--- config.mk ---
export PLATFORM = sky130hd
export DESIGN_NAME = lc_bank_mapper
export DESIGN_NICKNAME = d
export VERILOG_FILES = /design/src/rtl/lcm_pkg.sv /design/src/rtl/lcm_switch.sv /design/src/rtl/lcm_xlate.sv /design/src/rtl/lc_bank_mapper.sv
export SDC_FILE = /design/constraint.sdc
export NUM_CORES = 1
export LEC_CHECK = 0
export ABC_AREA = 1
export ABC_CLOCK_PERIOD_IN_PS = 2830
export BUFFER_PORTS_ARGS = -buffer_cell sky130_fd_sc_hd__buf_2
export CAP_MARGIN = 20
export CORE_MARGIN = 1.5
export CORE_UTILIZATION = 41
export DETAILED_ROUTE_END_ITERATION = 10
export PLACE_DENSITY = 0.84
export SLEW_MARGIN = 20
export SYNTH_ARGS = -nofsm -noshare
export SYNTH_HDL_FRONTEND = slang
export SYNTH_SLANG_ARGS = --single-unit
--- constraint.sdc ---
create_clock -name clk -period 2.83 [get_ports clk]
set_clock_uncertainty 0.1 [all_clocks]
set_input_delay 0.1415 -clock clk [delete_from_list [all_inputs] [get_ports clk]]
set_output_delay 0.1415 -clock clk [all_outputs]
set_load 0.005 [all_outputs]
--- src/rtl/lcm_pkg.sv ---
package lcm_pkg;
    typedef struct packed {
        logic rd_ram;   // window reads from RAM
        logic wprot;    // window writes discarded
        logic armed;    // one odd read seen
        logic pool2;    // $D000 window uses pool 2
    } lc_state_t;

    localparam lc_state_t LC_RESET = '{rd_ram: 1'b0, wprot: 1'b0, armed: 1'b0, pool2: 1'b1};
endpackage

--- src/rtl/lcm_switch.sv ---
module lcm_switch
    import lcm_pkg::*;
(
    input  logic      clk,
    input  logic      rst_n,
    input  logic      hit,
    input  logic      is_write,
    input  logic      a3,
    input  logic [1:0] a10,
    output lc_state_t st_q
);
    lc_state_t st_d;

    always_comb begin
        st_d = st_q;
        if (hit) begin
            st_d.rd_ram = (a10 == 2'b00) || (a10 == 2'b11);
            st_d.pool2  = ~a3;
            if (!a10[0]) begin
                st_d.wprot = 1'b1;
                st_d.armed = 1'b0;
            end else if (!is_write) begin
                if (st_q.armed) st_d.wprot = 1'b0;
                st_d.armed = 1'b1;
            end else begin
                st_d.armed = 1'b0;
            end
        end
    end

    always_ff @(posedge clk) begin
        if (!rst_n) st_q <= LC_RESET;
        else        st_q <= st_d;
    end
endmodule

--- src/rtl/lcm_xlate.sv ---
module lcm_xlate
    import lcm_pkg::*;
#(
    parameter int OFF_W = 24,
    parameter logic [OFF_W-1:0] SLOW_BASE = 24'h7E0000
) (
    input  logic             acc_valid,
    input  logic [7:0]       acc_bank,
    input  logic [15:0]      acc_addr,
    input  logic             acc_write,
    input  logic             zp_aux,
    input  logic             main_rd_aux,
    input  logic             main_wr_aux,
    input  logic             lc_inhibit,
    input  lc_state_t        st,
    output logic             map_ram,
    output logic             map_wen,
    output logic [OFF_W-1:0] map_off
);
    localparam logic [OFF_W-1:0] AUX_BASE  = OFF_W'(32'h0001_0000);
    localparam logic [OFF_W-1:0] POOL_STEP = OFF_W'(32'h0000_1000);

    logic             lc_bank, in_win, low_win, slow_bank;
    logic [OFF_W-1:0] base, addr_ext;

    always_comb begin
        lc_bank   = (acc_bank == 8'h00) || (acc_bank == 8'h01) ||
                    (acc_bank == 8'hE0) || (acc_bank == 8'hE1);
        slow_bank = acc_bank[7];
        in_win    = lc_bank && (acc_addr[15:12] >= 4'hD);
        low_win   = (acc_addr[15:12] == 4'hD);
        addr_ext  = OFF_W'(acc_addr);
        base      = '0;
        map_ram   = 1'b1;
        map_wen   = acc_valid && acc_write;
        map_off   = OFF_W'({acc_bank, acc_addr});
        if (in_win) begin
            if (slow_bank)
                base = SLOW_BASE;
            else if (acc_bank[0])
                base = AUX_BASE;
            else if (lc_inhibit)
                base = (acc_write ? main_wr_aux : main_rd_aux) ? AUX_BASE : '0;
            else
                base = zp_aux ? AUX_BASE : '0;

            if (lc_inhibit && !slow_bank) begin
                map_off = base + addr_ext;
            end else begin
                map_off = base + addr_ext - ((low_win && !st.pool2) ? POOL_STEP : '0);
                map_wen = acc_valid && acc_write && !st.wprot;
                if (!acc_write && !st.rd_ram) begin
                    map_ram = 1'b0;
                    map_off = addr_ext;
                end
            end
        end
    end
endmodule

--- src/rtl/lc_bank_mapper.sv ---
module lc_bank_mapper
    import lcm_pkg::*;
#(
    parameter int OFF_W = 24,
    parameter logic [OFF_W-1:0] SLOW_BASE = 24'h7E0000
) (
    input  logic             clk,
    input  logic             rst_n,
    input  logic             acc_valid,
    input  logic [7:0]       acc_bank,
    input  logic [15:0]      acc_addr,
    input  logic             acc_write,
    input  logic             zp_aux,
    input  logic             main_rd_aux,
    input  logic             main_wr_aux,
    input  logic             lc_inhibit,
    output logic             map_ram,
    output logic             map_wen,
    output logic [OFF_W-1:0] map_off
);
    lc_state_t st_q;
    logic      sw_hit;

    assign sw_hit = acc_valid && (acc_addr[15:4] == 12'hC08);

    lcm_switch u_switch (
        .clk      (clk),
        .rst_n    (rst_n),
        .hit      (sw_hit),
        .is_write (acc_write),
        .a3       (acc_addr[3]),
        .a10      (acc_addr[1:0]),
        .st_q     (st_q)
    );

    lcm_xlate #(.OFF_W(OFF_W), .SLOW_BASE(SLOW_BASE)) u_xlate (
        .acc_valid   (acc_valid),
        .acc_bank    (acc_bank),
        .acc_addr    (acc_addr),
        .acc_write   (acc_write),
        .zp_aux      (zp_aux),
        .main_rd_aux (main_rd_aux),
        .main_wr_aux (main_wr_aux),
        .lc_inhibit  (lc_inhibit),
        .st          (st_q),
        .map_ram     (map_ram),
        .map_wen     (map_wen),
        .map_off     (map_off)
    );
endmodule

==> results.yml, run 1 <==
finish:
  area_growth_syn_to_layout_pct: 31.96
  drive_gt1_frac: 0.4438
  largest_reg_flops: 4
  nFillCells: 163
  postLayoutCellArea_sq_um: 924.6
  max_flop_register: "u_switch.st_q"
  reg_top3: "u_switch.st_q (4)"
  antenna_cells: 0
  finalNetCount: 205
sta:
  worst_hold_slack_after_final_layout_ns: 0.03060
  timing.final.ws_setup_ns: 0.7917
  slew_viol_final: 0
  grt_setup_unrepaired: "false"
  final_min_period_over_clock_period: 0.7203
  final-hold-violation-count: 0
  maxClockFrequency_ghz: 0.4906
  worst_slew_pin_slew_ns: 0.2971
  fin_tns_setup_ns: 0
  period_needed_ns: 2.038
  timing.max_slew.rel_slack: 0.8001
  setup_failing_eps_final: 0
clock_network:
  clk_path_buf_depth: 2
  cts_repair_resize_count: 0
  hold_buffers: 0
  clock_insertion_delay_worst_skew_ns: 0.24
  clock_sinks: 4
  cts.htree.levels: 1
  clk_root_buffer_cell: "clkbuf_4"
  cts_inserted_buffers: 3
  clk_pin_slew_ns: 0.04
  cts_tree: "done"
  cts_setup_buffers: 0
place:
  post-dp-hpwl_um: 1482
  io_buffers: 55
  pre_cts_ws_ns: 1.037
  routabilityCongestion: 0.8102
  postPlaceCellArea_sq_um: 902.1
power:
  power-per-cell-area_nw_per_um2: 233.8
  power.leakage_nw: 0.5679
  design_power_total_mw: 0.2161
  ir_drop_v: 0.0002854
global_route:
  vias_in_the_first_global_route: 773
  grt_pass1_wl_um: 2891
  met2_routing_resource_usage_after_global_routing: 0.3471
  antenna_found_initial: 0
  grt.met3_usage: 0.04082
  global_route.usage.total: 0.1892
  grt-busiest-layer: "met2"
  globalRoute.totalOverflow: 0
  grt_start_max_net_pins: 11
  gr_met1_demand_resource: 0.2327
yosys:
  synthesis.nets: 158
  syn_area_sq_um: 700.7
  ffs_latches_synth: 4
  synth_largest_area_cell: "nand2_1"
  synth_top_cell_area_share: 0.1821
  post_synth.cell_area_avg_sq_um: 5.651
  synth_seq_area_share: 0.1143
  yosys.cell_types.count: 24
  synthTopCellsByArea: "nand2_1 (18%), buf_4 (13%), dfxtp_1 (11%), nor2_1 (10%), inv_1 (8.0%)"
  synth_cells: 124
  synth-warning-count: 0
worst_setup_path:
  critPathArrivalTime_ns: 1.80
  timing.critical_path.to_type: "primary output"
  worstSetupStartpointType: "register"
  crit_type: "reg2out"
  reg2reg_depth: 3
  cp.required_ns: 2.59
  worst-path-max-fanout: 2
drt:
  routed_wire_length_per_instance_um: 9.178
  dr_iter_0_viols: 26
  detail_route.wirelength_um: 1698
  drc: 3
  count_of_nets_left_with_antenna_violations_after_detail_routing: 0
  route.detailed.vias_per_inst: 4.584
  route.vias.total: 848
  detail_route.first_pass.iterations: 8
floorplan:
  dieArea_sq_um: 1966
  fp.coreArea_sq_um: 1559
  rows: 14
  top_level_ports: 58
  start_util: 0.4494
  dieWidth_um: 44.34
  die_h_um: 44.34
min_path:
  timing.hold.worst_path_depth: 2
  hold_class: "in2reg"
status:
  failed_checks: "design-rule violations"
  outcome: "finished with violations"
job:
  cap_viol_max_count: 0
synthesized netlist by cell type:
master,n
inv_8,1
clkbuf_1,1
nor3_1,1
nor2_1,19
inv_2,4
nor2_2,2
o21ai_1,5
nand2_4,3
ha_1,2
nand3_2,3
nand3_1,6
o21ai_0,1
clkinv_1,1
nor4_1,1
dfxtp_1,4
xnor2_1,1
nand2_2,2
nor2_4,2
nand3b_1,1
a21oi_1,2
nand2_1,34
o211ai_1,1
buf_4,12
inv_1,15
placed cells by master, fill, tap and decap left out:
master / Yosys / final
a21oi_1: 2 / 2
buf_2: 0 / 55
clkbuf_4: 0 / 3
clkinv_1: 1 / 1
dfxtp_1: 4 / 4
ha_1: 2 / 2
inv_1: 15 / 15
inv_2: 4 / 4
inv_8: 1 / 1
nand2_1: 34 / 34
nand2_2: 2 / 2
nand2_4: 3 / 3
nand3_1: 6 / 6
nand3_2: 3 / 3
nand3b_1: 1 / 1
nor2_1: 19 / 19
nor2_2: 2 / 2
nor2_4: 2 / 2
nor3_1: 1 / 1
nor4_1: 1 / 1
o211ai_1: 1 / 1
o21ai_0: 1 / 1
o21ai_1: 5 / 5
xnor2_1: 1 / 1
layout make-up:
class	count	area, sq um	share of cell area
Clock buffer	3	22.52	0.02436
Timing Repair Buffer	55	275.3	0.2977
Sequential cell	4	80.08	0.08660
Inverter	21	86.33	0.09337
Tap cell	16	20.02	0.02165
Multi-Input combinational cell	86	440.4	0.4763
worst paths after layout:
| kind | start | end | slack, ns |
|---|---|---|---|
| max | u_switch.st_q[0]$_SDFFE_PN1P_ | map_off[16] | 0.79 |
| min | acc_addr[3] | u_switch.st_q[0]$_SDFFE_PN1P_ | 0.03 |
| max reg2reg | u_switch.st_q[1]$_SDFFE_PN0P_ | u_switch.st_q[2]$_SDFFE_PN0P_ | 2.07 |
| min reg2reg | u_switch.st_q[0]$_SDFFE_PN1P_ | u_switch.st_q[0]$_SDFFE_PN1P_ | 0.39 |
stage by stage:
step | utilization | instances
after CTS | 0.5931 | 185
after detailed placement | 0.5787 | 182
after global routing | 0.5931 | 185
after floorplan | - | 124
after global placement | 0.5787 | 182
final | 0.5931 | 185
report_power, final:
group	leakage [nW]	switching [mW]	internal [mW]
Clock	0.0138	0.0254	0.0476
Sequential	0.0322	0.00000525	0.0567
Combinational	0.522	0.0460	0.0405
per-layer routing:
metal,vias to the layer above,share of wire
li1,458,-
met4,0,0
met3,0,0.079
met1,355,0.41
met2,35,0.51
met5,-,0
kinds of logic after synthesis:
group | count (synthesis) | share of synthesized area
AOI/OAI and AO/OA | 9 | 0.06785
xor gates and xnor gates | 1 | 0.01250
adders and majority gates | 2 | 0.03571
buffers and inverters | 34 | 0.2571
DFF | 4 | 0.1143
and+or+nand+nor | 74 | 0.5125
worst max-delay path, stage by stage, from the launching register on:
cell and delay (ns):
dfxtp_1 0.31, nor4_1 0.33, ha_1 0.21, ha_1 0.17, nand2_1 0.09, nor2_1 0.13, nand3_1 0.09, nand3_1 0.08
nand2_1 0.05, buf_2 0.12
Note: power is estimated with default switching activity, not from simulation.
==> inputs of run 2 (changes only) <==
--- a/config.mk
+++ b/config.mk
@@ -5,14 +5,14 @@
 export SDC_FILE = /design/constraint.sdc
 export NUM_CORES = 1
 export LEC_CHECK = 0
-export ABC_AREA = 1
-export ABC_CLOCK_PERIOD_IN_PS = 2830
+export ABC_AREA = 0
+export ABC_CLOCK_PERIOD_IN_PS = 1950
 export BUFFER_PORTS_ARGS = -buffer_cell sky130_fd_sc_hd__buf_2
 export CAP_MARGIN = 20
 export CORE_MARGIN = 1.5
-export CORE_UTILIZATION = 41
+export CORE_UTILIZATION = 35
 export DETAILED_ROUTE_END_ITERATION = 10
-export PLACE_DENSITY = 0.84
+export PLACE_DENSITY = 0.79
 export SLEW_MARGIN = 20
 export SYNTH_ARGS = -nofsm -noshare
 export SYNTH_HDL_FRONTEND = slang
==> constraint.sdc (replaced) <==
create_clock -name clk -period 1.95 [get_ports clk]
set_clock_uncertainty 0.1 [all_clocks]
set_input_delay 0.0975 -clock clk [delete_from_list [all_inputs] [get_ports clk]]
set_output_delay 0.0975 -clock clk [all_outputs]
set_load 0.005 [all_outputs]
==> run 2 against run 1 <==
Compared with the run above:
- the run ends with negative setup slack left
- synthesized cell count down 35%
- register-to-register slack worse by 1.3 ns
- core utilization up 1.8 points
- final cell count down 19%
- sequential share of layout area up 0.076 points
- worst setup slack worse by 0.82 ns
- synthesized area down 17%
- die area down 2.9%
- wire length up 8.7%
- flip-flop and latch count unchanged
- non-clock buffer count up 8
- clock-buffer cell count unchanged
- critical endpoint is now map_off[22]
- largest power group unchanged
==> results.yml, run 2 <==
finish:
  finalNetCount: 169
  final_util: 0.6108
  drive_gt1_frac: 0.6090
  layout_common_cells: "buf_2 (52), nand2_1 (7), nor2_1 (6)"
  area_growth_syn_to_layout_pct: 60.69
  reg_top3: "u_switch.st_q (4)"
  layout_commonest_cell: "buf_2"
  max_flop_register: "u_switch.st_q"
  antenna_cells: 0
  postLayoutCellArea_sq_um: 930.9
  largest_reg_flops: 4
  final_cell_count_no_fill: 149
sta:
  final_min_period_over_clock_period: 1.014
  setup_failing_eps_final: 5
  slew_viol_final: 0
  worst_slew_pin_slew_ns: 0.4953
  timing.max_slew.rel_slack: 0.6663
  period_needed_ns: 1.977
  maxClockFrequency_ghz: 0.5058
  timing.final.ws_setup_ns: -0.02688
  grt_setup_unrepaired: "true"
  final-hold-violation-count: 0
  worst_hold_slack_after_final_layout_ns: 0.01055
  fin_tns_setup_ns: -0.1185
worst_setup_path:
  ff2ff_setup_slack_ns: 0.73
  worst-path-max-fanout: 5
  worstSetupStartpointType: "register"
  timing.critical_path.to_type: "primary output"
  reg2reg_depth: 3
  crit_type: "reg2out"
  timing.rr.end: "u_switch.st_q[0]$_SDFFE_PN1P_"
  cp.required_ns: 1.75
  critPathArrivalTime_ns: 1.78
  r2r_start: "u_switch.st_q[0]$_SDFFE_PN1P_"
global_route:
  grt_pass1_wl_um: 2808
  globalRoute.totalOverflow: 0
  grt_start_max_net_pins: 8
  global_route.usage.total: 0.1885
  vias_in_the_first_global_route: 724
  antenna_found_initial: 0
yosys:
  syn_area_sq_um: 579.3
  post_synth.cell_area_avg_sq_um: 7.152
  synth-warning-count: 0
  ffs_latches_synth: 4
  synth_top_cell_area_share: 0.1555
  post-synth-top-count-cell: "buf_4"
  yosys.cell_types.count: 36
  synthesis.nets: 115
  synth_cells: 81
  ys_top_cells_by_count: "buf_4 (12), nand2_1 (7), nor2_1 (6)"
  synth_largest_area_cell: "buf_4"
  synth_seq_area_share: 0.1382
  postSynth.asyncResetShare: 0
  synthTopCellsByArea: "buf_4 (16%), dfxtp_1 (14%), nand2_1 (4.5%), a21oi_1 (4.3%), ha_1 (4.3%)"
  synth-edff-count: 0
  ys.flop_type: "dfxtp_1"
place:
  placedCellCount: 143
  io_buffers: 55
  postPlaceCellArea_sq_um: 807.0
  routabilityCongestion: 0.7376
  post-dp-hpwl_um: 1376
  pre_cts_ws_ns: 0.001043
drt:
  route.vias.total: 777
  dr_iter_0_viols: 14
  detail_route.first_pass.iterations: 4
  route.detailed.vias_per_inst: 5.215
  routed_wire_length_per_instance_um: 12.39
  count_of_nets_left_with_antenna_violations_after_detail_routing: 0
  drc: 0
  detail_route.wirelength_um: 1846
clock_network:
  clk_path_buf_depth: 2
  clk_root_buffer_cell: "clkbuf_4"
  clk_pin_slew_ns: 0.04
  clock_sinks: 4
  clock_insertion_delay_worst_skew_ns: 0.23
  cts_inserted_buffers: 3
  cts_tree: "done"
  cts.htree.levels: 1
job:
  cap_viol_max_count: 0
floorplan:
  start_util: 0.3801
  rows: 14
  fp.coreArea_sq_um: 1524
  die_h_um: 43.69
  dieArea_sq_um: 1908
  dieWidth_um: 43.69
  top_level_ports: 58
status:
  outcome: "finished with violations"
  failed_checks: "negative setup slack"
min_path:
  hold_path_end: "u_switch.st_q[2]$_SDFFE_PN0P_"
  timing.hold.worst_path_depth: 2
  hold_class: "in2reg"
  hp-start: "acc_addr[0]"
power:
  design_power_total_mw: 0.3055
  power.leakage_nw: 0.4693
  ir_drop_v: 0.0004949
  power-per-cell-area_nw_per_um2: 328.2
run 2: area by class of cell:
class / count / area [sq um]
Timing Repair Buffer: 63 / 366.6
Fill cell: 138 / 593.1
Tap cell: 16 / 20.02
Multi-Input combinational cell: 59 / 425.4
Clock buffer: 3 / 22.52
Inverter: 4 / 15.01
Sequential cell: 4 / 81.33
run 2: worst max-delay path, stage by stage, from the launching register on:
cell and delay (ns):
dfxtp_2 0.32, nor4_4 0.21, ha_2 0.25, ha_4 0.16, a21oi_2 0.05, nor3_1 0.19
buf_4 0.16, a21o_2 0.10, buf_2 0.10
run 2: power by group:
| part | leakage (nW) | switching [mW] | internal [mW] | total (mW) |
|---|---|---|---|---|
| sequential | 0.0317 | 0.00000864 | 0.0823 | 0.0823 |
| combinational | 0.424 | 0.0559 | 0.0647 | 0.121 |
| clock | 0.0138 | 0.0338 | 0.0688 | 0.103 |
run 2: worst max-delay path by stage:
stage                                       start          end  slack [ns]
finish              u_switch.st_q[0]$_SDFFE_PN1P_  map_off[22]       -0.03
detailed placement                    acc_bank[4]  map_off[12]       0.001
floorplan                             acc_bank[4]  map_off[21]        0.20
CTS                                   acc_bank[4]  map_off[12]       0.003
global placement                      acc_bank[4]      map_wen        0.03
global route        u_switch.st_q[0]$_SDFFE_PN1P_  map_off[22]       -0.15
run 2: kinds of logic (layout without fill, tap and decap cells):
family | count (synthesis) | count (layout) | share of synthesized area
buffers and inverters | 18 | 70 | 0.2073
AO/OA/AOI/OAI | 19 | 19 | 0.2225
XOR/XNOR | 1 | 1 | 0.01512
AND/OR/NAND/NOR | 36 | 36 | 0.3564
multiplexers | 1 | 1 | 0.01728
adder cells (fa/ha/maj) | 2 | 2 | 0.04319
flip-flops | 4 | 4 | 0.1382
run 2: what timing repair did:
item	CTS	global route
gates resized for setup	3	13
setup endpoints to repair	6	12
pin swaps	2	10
setup buffers	0	1
hold buffers	2	0
endpoints found under the hold margin	1	0
run 2: per-layer routing:
metal / track usage / part of all wire / vias up
li1: - / - / 382
met1: 0.2010 / 0.39 / 354
met2: 0.3676 / 0.53 / 41
met3: 0.04583 / 0.082 / 0
met4: 0.03636 / 0 / 0
met5: 0 / 0 / -
